[src/rtl/hbus_rd_pkg.sv]
// Shared types and helpers for the HyperBus read controller.
// Assumes a 48-bit command-address word with a 3-bit command on top.
package hbus_rd_pkg;

    localparam int CA_W   = 48;
    localparam int CMD_W  = 3;
    localparam int CAA_W  = CA_W - CMD_W;
    localparam int CA_BYTES = CA_W / 8;

    typedef enum logic [2:0] {
        ST_IDLE,
        ST_PRE,
        ST_CA,
        ST_LAT,
        ST_DATA,
        ST_TAIL,
        ST_DONE
    } hb_state_t;

    // Builds the command-address word with the address aligned to 16 bytes.
    function automatic logic [CA_W-1:0] ca_pack(input logic [CMD_W-1:0] cmd,
                                                input logic [CAA_W-1:0] addr);
        return {cmd, addr & ~CAA_W'(7)};
    endfunction

endpackage

[src/rtl/hbus_lat_reg.sv]
// Initial-latency setting register.
// Loads a new value only when it lies inside [LAT_MIN, LAT_MAX]; resets to LAT_RST.
module hbus_lat_reg #(
    parameter int LAT_W   = 3,
    parameter int LAT_MIN = 3,
    parameter int LAT_MAX = 7,
    parameter int LAT_RST = 6
) (
    input  logic             clk,
    input  logic             rst_n,
    input  logic             we,
    input  logic [LAT_W-1:0] wdata,
    output logic [LAT_W-1:0] lat
);

    logic in_range;

    // Range test on the write value.
    always_comb in_range = (int'(wdata) >= LAT_MIN) && (int'(wdata) <= LAT_MAX);

    // Holds the latency setting.
    always_ff @(posedge clk) begin
        if (!rst_n)              lat <= LAT_W'(LAT_RST);
        else if (we && in_range) lat <= wdata;
    end


    always @(posedge clk) begin
        if (rst_n) lat_range_chk : assert (int'(lat) >= LAT_MIN && int'(lat) <= LAT_MAX);
    end

endmodule

[src/rtl/hbus_rd_capture.sv]
// Read data capture: registers the bus byte on each enabled edge-step.
// Assumes the sequencer raises cap_en exactly in the cycles whose data is valid.
module hbus_rd_capture #(
    parameter int DQ_W = 8
) (
    input  logic            clk,
    input  logic            rst_n,
    input  logic            cap_en,
    input  logic [DQ_W-1:0] dq_in,
    output logic [DQ_W-1:0] rd_data,
    output logic            rd_valid
);

    // Samples the bus and flags the byte for one cycle.
    always_ff @(posedge clk) begin
        if (!rst_n) begin
            rd_data  <= '0;
            rd_valid <= 1'b0;
        end else begin
            rd_valid <= cap_en;
            if (cap_en) rd_data <= dq_in;
        end
    end

endmodule

[src/rtl/hbus_rd_seq.sv]
// Transaction sequencer: pre-drive, command-address, latency, data and tail phases.
// Assumes one bus clock edge per system cycle and a request length of at least one.
module hbus_rd_seq
    import hbus_rd_pkg::*;
#(
    parameter int LEN_W = 17,
    parameter int LAT_W = 3,
    parameter int DQ_W  = 8
) (
    input  logic             clk,
    input  logic             rst_n,
    input  logic             req_valid,
    input  logic [CA_W-1:0]  req_ca,
    input  logic [LEN_W-1:0] req_len,
    input  logic [LAT_W-1:0] lat_set,
    input  logic             fixed_lat,
    input  logic             rwds_in,
    output logic             busy,
    output logic             done,
    output logic             cs_n,
    output logic             ck,
    output logic [DQ_W-1:0]  dq_out,
    output logic             dq_oe,
    output logic             cap_en
);

    localparam int CA_LAST  = CA_BYTES - 1;
    localparam int RWDS_AT  = CA_BYTES - 3;

    hb_state_t        state_q;
    logic [CA_W-1:0]  ca_q;
    logic [LEN_W-1:0] cnt_q;
    logic [LEN_W-1:0] len_q;
    logic [LAT_W-1:0] lat_q;
    logic             dbl_q;
    logic             ck_q;
    logic [LAT_W:0]   lat_cycles;
    logic             accept;
    logic             active;

    // Latency cycles after the last command-address byte.
    always_comb lat_cycles = dbl_q ? {lat_q, 1'b0} : {1'b0, lat_q};

    // Request acceptance and clocked-phase decode.
    always_comb begin
        accept = (state_q == ST_IDLE) && req_valid && (req_len != '0);
        active = (state_q == ST_CA) || (state_q == ST_LAT) ||
                 (state_q == ST_DATA) || (state_q == ST_TAIL);
    end

    // Phase state machine with its step counter and latched request.
    always_ff @(posedge clk) begin
        if (!rst_n) begin
            state_q <= ST_IDLE;
            ca_q    <= '0;
            cnt_q   <= '0;
            len_q   <= '0;
            lat_q   <= '0;
            dbl_q   <= 1'b0;
        end else begin
            case (state_q)
                ST_IDLE: if (accept) begin
                    ca_q    <= req_ca;
                    len_q   <= req_len;
                    lat_q   <= lat_set;
                    dbl_q   <= 1'b0;
                    state_q <= ST_PRE;
                end
                ST_PRE: begin
                    cnt_q   <= LEN_W'(CA_LAST);
                    state_q <= ST_CA;
                end
                ST_CA: begin
                    ca_q <= ca_q << 8;
                    if (cnt_q == LEN_W'(RWDS_AT)) dbl_q <= fixed_lat | rwds_in;
                    if (cnt_q == '0) begin
                        cnt_q   <= LEN_W'(lat_cycles) - 1'b1;
                        state_q <= ST_LAT;
                    end else begin
                        cnt_q <= cnt_q - 1'b1;
                    end
                end
                ST_LAT: begin
                    if (cnt_q == '0) begin
                        cnt_q   <= len_q - 1'b1;
                        state_q <= ST_DATA;
                    end else begin
                        cnt_q <= cnt_q - 1'b1;
                    end
                end
                ST_DATA: begin
                    if (cnt_q == '0)
                        state_q <= (lat_cycles[0] ^ len_q[0]) ? ST_TAIL : ST_DONE;
                    else
                        cnt_q <= cnt_q - 1'b1;
                end
                ST_TAIL: state_q <= ST_DONE;
                ST_DONE: state_q <= ST_IDLE;
                default: state_q <= ST_IDLE;
            endcase
        end
    end

    // Bus clock: one toggle per active cycle, parked low otherwise.
    always_ff @(posedge clk) begin
        if (!rst_n) ck_q <= 1'b0;
        else        ck_q <= active ? ~ck_q : 1'b0;
    end

    // Pin and handshake decode per phase.
    always_comb begin
        cs_n   = 1'b1;
        dq_oe  = 1'b0;
        dq_out = '0;
        cap_en = 1'b0;
        done   = 1'b0;
        busy   = (state_q != ST_IDLE);
        ck     = ck_q;
        case (state_q)
            ST_PRE:  dq_oe = 1'b1;
            ST_CA: begin
                cs_n   = 1'b0;
                dq_oe  = 1'b1;
                dq_out = ca_q[CA_W-1 -: DQ_W];
            end
            ST_LAT:  cs_n = 1'b0;
            ST_DATA: begin
                cs_n   = 1'b0;
                cap_en = 1'b1;
            end
            ST_TAIL: cs_n = 1'b0;
            ST_DONE: done = 1'b1;
            default: ;
        endcase
    end


    pre_drive_chk : assert property (@(posedge clk) disable iff (!rst_n)
        $fell(cs_n) |-> ($past(dq_oe) && $past(dq_out) == '0));


    bus_released_chk : assert property (@(posedge clk) disable iff (!rst_n)
        $rose(cap_en) |-> !$past(dq_oe));


    ck_parked_chk : assert property (@(posedge clk) disable iff (!rst_n)
        cs_n |-> !ck);


    done_cs_chk : assert property (@(posedge clk) disable iff (!rst_n)
        done |-> (cs_n && !$past(cs_n)));


    zero_len_chk : assert property (@(posedge clk) disable iff (!rst_n)
        (state_q == ST_IDLE && req_len == '0) |=> state_q == ST_IDLE);

endmodule

[src/rtl/hbus_rd_ctrl.sv]
// Top of the HyperBus read controller: latency register, sequencer, capture.
// Assumes ADDR_W fits below the command field and LEN_W covers the largest burst.
module hbus_rd_ctrl
    import hbus_rd_pkg::*;
#(
    parameter int ADDR_W = 32,
    parameter int LEN_W  = 17,
    parameter int LAT_W  = 3,
    parameter int DQ_W   = 8
) (
    input  logic              clk,
    input  logic              rst_n,
    input  logic              req_valid,
    input  logic [CMD_W-1:0]  req_cmd,
    input  logic [ADDR_W-1:0] req_addr,
    input  logic [LEN_W-1:0]  req_len,
    input  logic              cfg_lat_we,
    input  logic [LAT_W-1:0]  cfg_lat,
    input  logic              cfg_fixed,
    input  logic              hb_rwds,
    input  logic [DQ_W-1:0]   hb_dq_in,
    output logic              busy,
    output logic              done,
    output logic              hb_cs_n,
    output logic              hb_ck,
    output logic [DQ_W-1:0]   hb_dq_out,
    output logic              hb_dq_oe,
    output logic [DQ_W-1:0]   rd_data,
    output logic              rd_valid
);

    logic [LAT_W-1:0] lat_now;
    logic [CA_W-1:0]  ca_word;
    logic             cap_en;

    // Command-address word from the request fields.
    always_comb ca_word = ca_pack(req_cmd, CAA_W'(req_addr));

    hbus_lat_reg #(.LAT_W(LAT_W)) u_lat (
        .clk   (clk),
        .rst_n (rst_n),
        .we    (cfg_lat_we),
        .wdata (cfg_lat),
        .lat   (lat_now)
    );

    hbus_rd_seq #(.LEN_W(LEN_W), .LAT_W(LAT_W), .DQ_W(DQ_W)) u_seq (
        .clk       (clk),
        .rst_n     (rst_n),
        .req_valid (req_valid),
        .req_ca    (ca_word),
        .req_len   (req_len),
        .lat_set   (lat_now),
        .fixed_lat (cfg_fixed),
        .rwds_in   (hb_rwds),
        .busy      (busy),
        .done      (done),
        .cs_n      (hb_cs_n),
        .ck        (hb_ck),
        .dq_out    (hb_dq_out),
        .dq_oe     (hb_dq_oe),
        .cap_en    (cap_en)
    );

    hbus_rd_capture #(.DQ_W(DQ_W)) u_cap (
        .clk      (clk),
        .rst_n    (rst_n),
        .cap_en   (cap_en),
        .dq_in    (hb_dq_in),
        .rd_data  (rd_data),
        .rd_valid (rd_valid)
    );


    valid_in_txn_chk : assert property (@(posedge clk) disable iff (!rst_n)
        rd_valid |-> (!hb_cs_n || done));


    busy_idle_cs_chk : assert property (@(posedge clk) disable iff (!rst_n)
        !busy |-> hb_cs_n);

endmodule

[config.mk]
export PLATFORM = sky130hd
export DESIGN_NAME = hbus_rd_ctrl
export DESIGN_NICKNAME = d
export VERILOG_FILES = /design/src/rtl/hbus_rd_pkg.sv /design/src/rtl/hbus_lat_reg.sv /design/src/rtl/hbus_rd_capture.sv /design/src/rtl/hbus_rd_seq.sv /design/src/rtl/hbus_rd_ctrl.sv
export SDC_FILE = /design/constraint.sdc
export NUM_CORES = 1
export LEC_CHECK = 0
export ABC_AREA = 1
export ABC_CLOCK_PERIOD_IN_PS = 1990
export BUFFER_PORTS_ARGS = -buffer_cell sky130_fd_sc_hd__buf_4
export CORE_MARGIN = 1.5
export CORE_UTILIZATION = 50
export DETAILED_ROUTE_END_ITERATION = 10
export GPL_TIMING_DRIVEN = 1
export PLACE_DENSITY = 0.84
export SLEW_MARGIN = 20
export SYNTH_ARGS = -nofsm -noshare
export SYNTH_HDL_FRONTEND = slang
export SYNTH_SLANG_ARGS = --single-unit
export TNS_END_PERCENT = 1
[constraint.sdc]
create_clock -name clk -period 1.99 [get_ports clk]
set_input_delay 0.199 -clock clk [delete_from_list [all_inputs] [get_ports clk]]
set_output_delay 0.199 -clock clk [all_outputs]
set_load 0.01 [all_outputs]
==> summary by stage <==
Status
The flow ran to the end, and the final reports show no timing, DRC or antenna violations.

Floorplan
The floorplan has 37 rows. The die span in y is approximately 110 um. The die covers roughly 11,000 um^2. The area of the core is just over 10,000 um^2. The floorplan step set the die width to around 110 um. Once the floorplan was initialized, standard cells occupied 51.2% of the core.

Pin placement for this block handled around 90 I/O pins.

Yosys
During synthesis, Yosys emitted a total of 0 warnings. Sequential elements use roughly 38% of the synthesized area. Yosys mapped a number of flops with a built-in enable equal to 0.

For this run, asynchronously set or reset flops after synthesis account for 0%. The total of flip-flops plus latches after synthesis is 99. The average instance in the mapped netlist occupies 6.42 um^2. The synthesized netlist net count is just under 900. The post-synth design cell area is approximately 5200 um^2. The primary flip-flop cell chosen by synthesis mapping is dfxtp_1.

The number of distinct library cell variants in the gate-level netlist after synthesis is 36. The cell count after synthesis came out at approximately 820.

Worst setup path
The cell that appears most often on the critical path is inv_1. The critical path data required time is approximately 1.8 ns. STA classifies the critical path startpoint as a flip-flop. The largest individual stage delay along the critical path comes from the cell dfxtp_1.

The critical path in this run is classified as reg -> out. The largest fanout of any net on the critical path is 6. For the worst setup path, the data arrival time is between 1.5 and 2 ns. The kind of end point of the critical path is a primary output. On the worst path, the slowest cell contributes a delay of about 0.38 ns. The signal on the critical path passes through inv_1 -> nand3_2 -> nand2_1 -> nor2_1 -> inv_1 -> nor4_2 -> buf_4.

Finish
The non-filler instance count after layout is between 1,000 and 1,500. The area growth from synthesis to layout is 21.7%. Leaving out fill and tap cells, the most frequent cells in the layout are nand2_1 (222), nor2_1 (137), buf_4 (114). Once layout is done, the placed cells without fillers occupy roughly 6400 um^2.

The storage element area is 1980 um^2. The repair_antennas step left the layout with diodes totalling 0. The fraction of the core area covered by cells at the end of the flow is between 60 and 70%. The final layout contains approximately 980 nets. The multi-input combinational cells in the finished layout cover a total of about 2800 um^2. The library cell used most frequently in the layout, excluding fill and tap cells, is nand2_1. Cells with a size suffix above 1 make up between 15 and 20% of the layout. Counting the fill cells in the layout gives 945.

Power
Of the total power, registers draw 28.3%. The clock network burns ~14% of the power. The fraction of power consumed by combinational cells is between 50% and 60%. The leakage power total is a little under 3 nW.

Net switching is 46.3% of the power. In this run the power spent charging and discharging nets is ~0.0047 W. The power per standard cell area is ~1600 nW/um^2. Across the VDD grid, the largest voltage drop is 0.765 mV. The internal portion of total power is 0.00545 W.

Timing
In the post-route analysis, the smallest setup slack over all paths is 0.116 ns. The total count of max-transition violations in the final report is 0. The worst-margin pin slew is ~0.46 ns.

The highest clock frequency the design can meet is between 500 and 600 MHz. The number of setup violations in the final report is 0. The shortest clock period the worst path allows after layout is between 1.5 and 2 ns. Setup total negative slack on the finished layout was measured at 0 ns. The count of final hold-check violations is 0. Measured against its own limit, the worst slew margin works out to between 60% and 70%.

Between clock sinks in the finished design, the worst skew comes to 0.0123 ns. After layout, the worst path uses about 94% of the clock period. Setup repair after global routing could not meet its margin everywhere.

Global routing
Global routing used about two fifths of the available met2 tracks. The pin count of the biggest net entering global routing is 43. The number of antenna violations at the first check in global routing is 0. For this run, the total global-route usage over all layers was measured as approximately a quarter. The via count of the first global-routing pass came to a little over 5,000. Global routing consumed, on the met3 layer, between 4 and 5% of the routing resources. The busiest layer in global routing is met2. The global routing usage on met1 is 30.7%. For this run the aggregate overflow at the end of global routing stands at 0. The first global-routing pass estimated ~22,000 um of wire.

Route
The DRC violations left is 0. The post-detailed-route wirelength per cell is 12.4 um. In the routed layout, each cell is associated on average with a via count of between 5 and 6. The initial detailed-routing violation count is just under 300. The number of nets still failing antenna checks after routing is 0. The total wire length after detailed routing is roughly 13,000 um. For this run, the detailed router's first-pass iteration total came to 5. The via count is 5,416.

Place
The setup slack after placement is -0.0608 ns. The number of I/O port buffers is a little under 90. The post-place instance area is ~6000 um^2.

In this run, placement finished with an instance count of approximately 1,000. The placer's final routability congestion estimate is about 0.89. Once detailed placement completed, the half-perimeter wirelength came to about 9300 um.

Clock network
The later pin in the worst-skew pair is clocked with a latency of between 0.3 and 0.4 ns. The cts-stage hold buffer count is 0. The TritonCTS sink count is 99. The CTS tree is yes. No sink is reached through more buffers than the 2 on the longest clock path. Buffers inserted during clock tree synthesis total 9. CTS placed an instance of clkbuf_8 at the clock tree root.

The H-tree was split into 3 levels. The clock-pin slew on the worst setup and hold paths is about 0.1 ns.

Flow run
The tool flagged a number of max-cap violations equal to 0.

Min path
The path category of the worst min-delay check is in -> reg.
## area by class of cell
class | instances | area share [%]
clock inverters | 5 | 0.921
multi-input cells | 608 | 44.5
flip-flops and latches | 99 | 31.1
inverters | 72 | 4.23
well taps | 136 | 2.67
repair buffers | 118 | 14.3
clock buffers | 11 | 2.37
## repair_timing
item / 4_1_cts / 5_1_grt
endpoints found under the hold margin: 0 / 0
setup buffers: 0 / 1
resized for setup: 1 / 11
endpoints found under the setup margin: 12 / 27
pin swaps: 0 / 2
## state kept, by name, indices dropped and copies added, names as in the netlist
name / cells
u_seq.ck: 1
u_seq.cnt_q: 17
u_lat.lat: 3
u_seq.lat_q: 3
u_seq.ca_q: 45
u_seq.len_q: 17
u_cap.rd_data: 8
u_cap.rd_valid: 1
u_seq.state_q: 3
u_seq.dbl_q: 1
## layer usage
metal | wire [um] | up-vias
li1 | - | 2772
met1 | 5750 | 2455
met2 | 6170 | 166
met3 | 834 | 23
met4 | 295 | 0
met5 | 0 | -
## final timing paths
check / from / end / slack, ns / cells after the start
setup / recovery: u_seq.state_q[2]$_SDFFE_PN0P_ / done / 0.12 / 7
setup reg to reg: u_seq.cnt_q[0]$_SDFFE_PN0P_ / u_seq.cnt_q[6]$_SDFFE_PN0P_ / 0.16 / 13
hold / removal: hb_dq_in[6] / u_cap.rd_data[6]$_SDFFE_PN0P_ / 0.06 / 3
hold reg to reg: u_lat.lat[1]$_SDFFE_PN1P_ / u_lat.lat[1]$_SDFFE_PN1P_ / 0.46 / 2
## power by group through the flow
stage / logic [W] / registers, W / clock network, W
finish: 0.00589 / 0.00287 / 0.00138
global route: 0.00665 / 0.00294 / 0.00148
CTS: 0.00567 / 0.00285 / 0.00139
detailed placement: 0.00563 / 0.00289 / 0
global placement: 0.00554 / 0.00288 / 0
floorplan: 0.00427 / 0.00283 / 0
## per-stage QoR
| step | power, W | hold WS, ns |
|---|---|---|
| floorplan | 0.00710 | 0.353 |
| CTS | 0.00992 | 0.0462 |
| detailed placement | 0.00853 | 0.439 |
| finish | 0.0101 | 0.0583 |
| global route | 0.0111 | 0.0704 |
| global placement | 0.00841 | 0.435 |
## worst max-delay path, delay by kind of cell (launching register included)
kind                   cells  cell delay, ns
buffers and inverters      3            0.37
DFF                        1            0.38
and+or+nand+nor            4            0.54
## synth_stat cells (2+ instances only)
master,instances,area share (%)
o211ai_1,2,0.29
nor2_4,3,0.64
xor2_1,11,1.8
buf_2,15,1.4
a21oi_2,2,0.33
dfxtp_1,99,38
o21ai_0,71,6.8
ha_1,4,0.95
buf_4,3,0.43
nor3_1,4,0.38
inv_1,70,5.0
a211oi_1,9,1.3
nor2_2,2,0.24
nand3b_1,2,0.29
nand2_4,2,0.43
xnor2_1,4,0.67
nand4_1,3,0.36
clkbuf_1,16,1.1
o22ai_1,4,0.48
nand2_1,222,16
and2_1,2,0.24
nand3_1,55,5.3
inv_2,2,0.14
nor2_1,140,10
a21oi_1,58,5.5
## kinds of logic (layout without fill, tap and decap cells)
| family | Yosys count | in the layout | share of synthesized area [%] |
|---|---|---|---|
| buffers and inverters | 109 | 206 | 8.83 |
| AND/OR/NAND/NOR | 440 | 440 | 34.8 |
| flip-flops | 99 | 99 | 37.8 |
| XOR/XNOR | 15 | 15 | 2.51 |
| AO/OA/AOI/OAI | 149 | 149 | 15.1 |
| adder cells (fa/ha/maj) | 4 | 4 | 0.955 |
(Power assumes the default switching activity.)
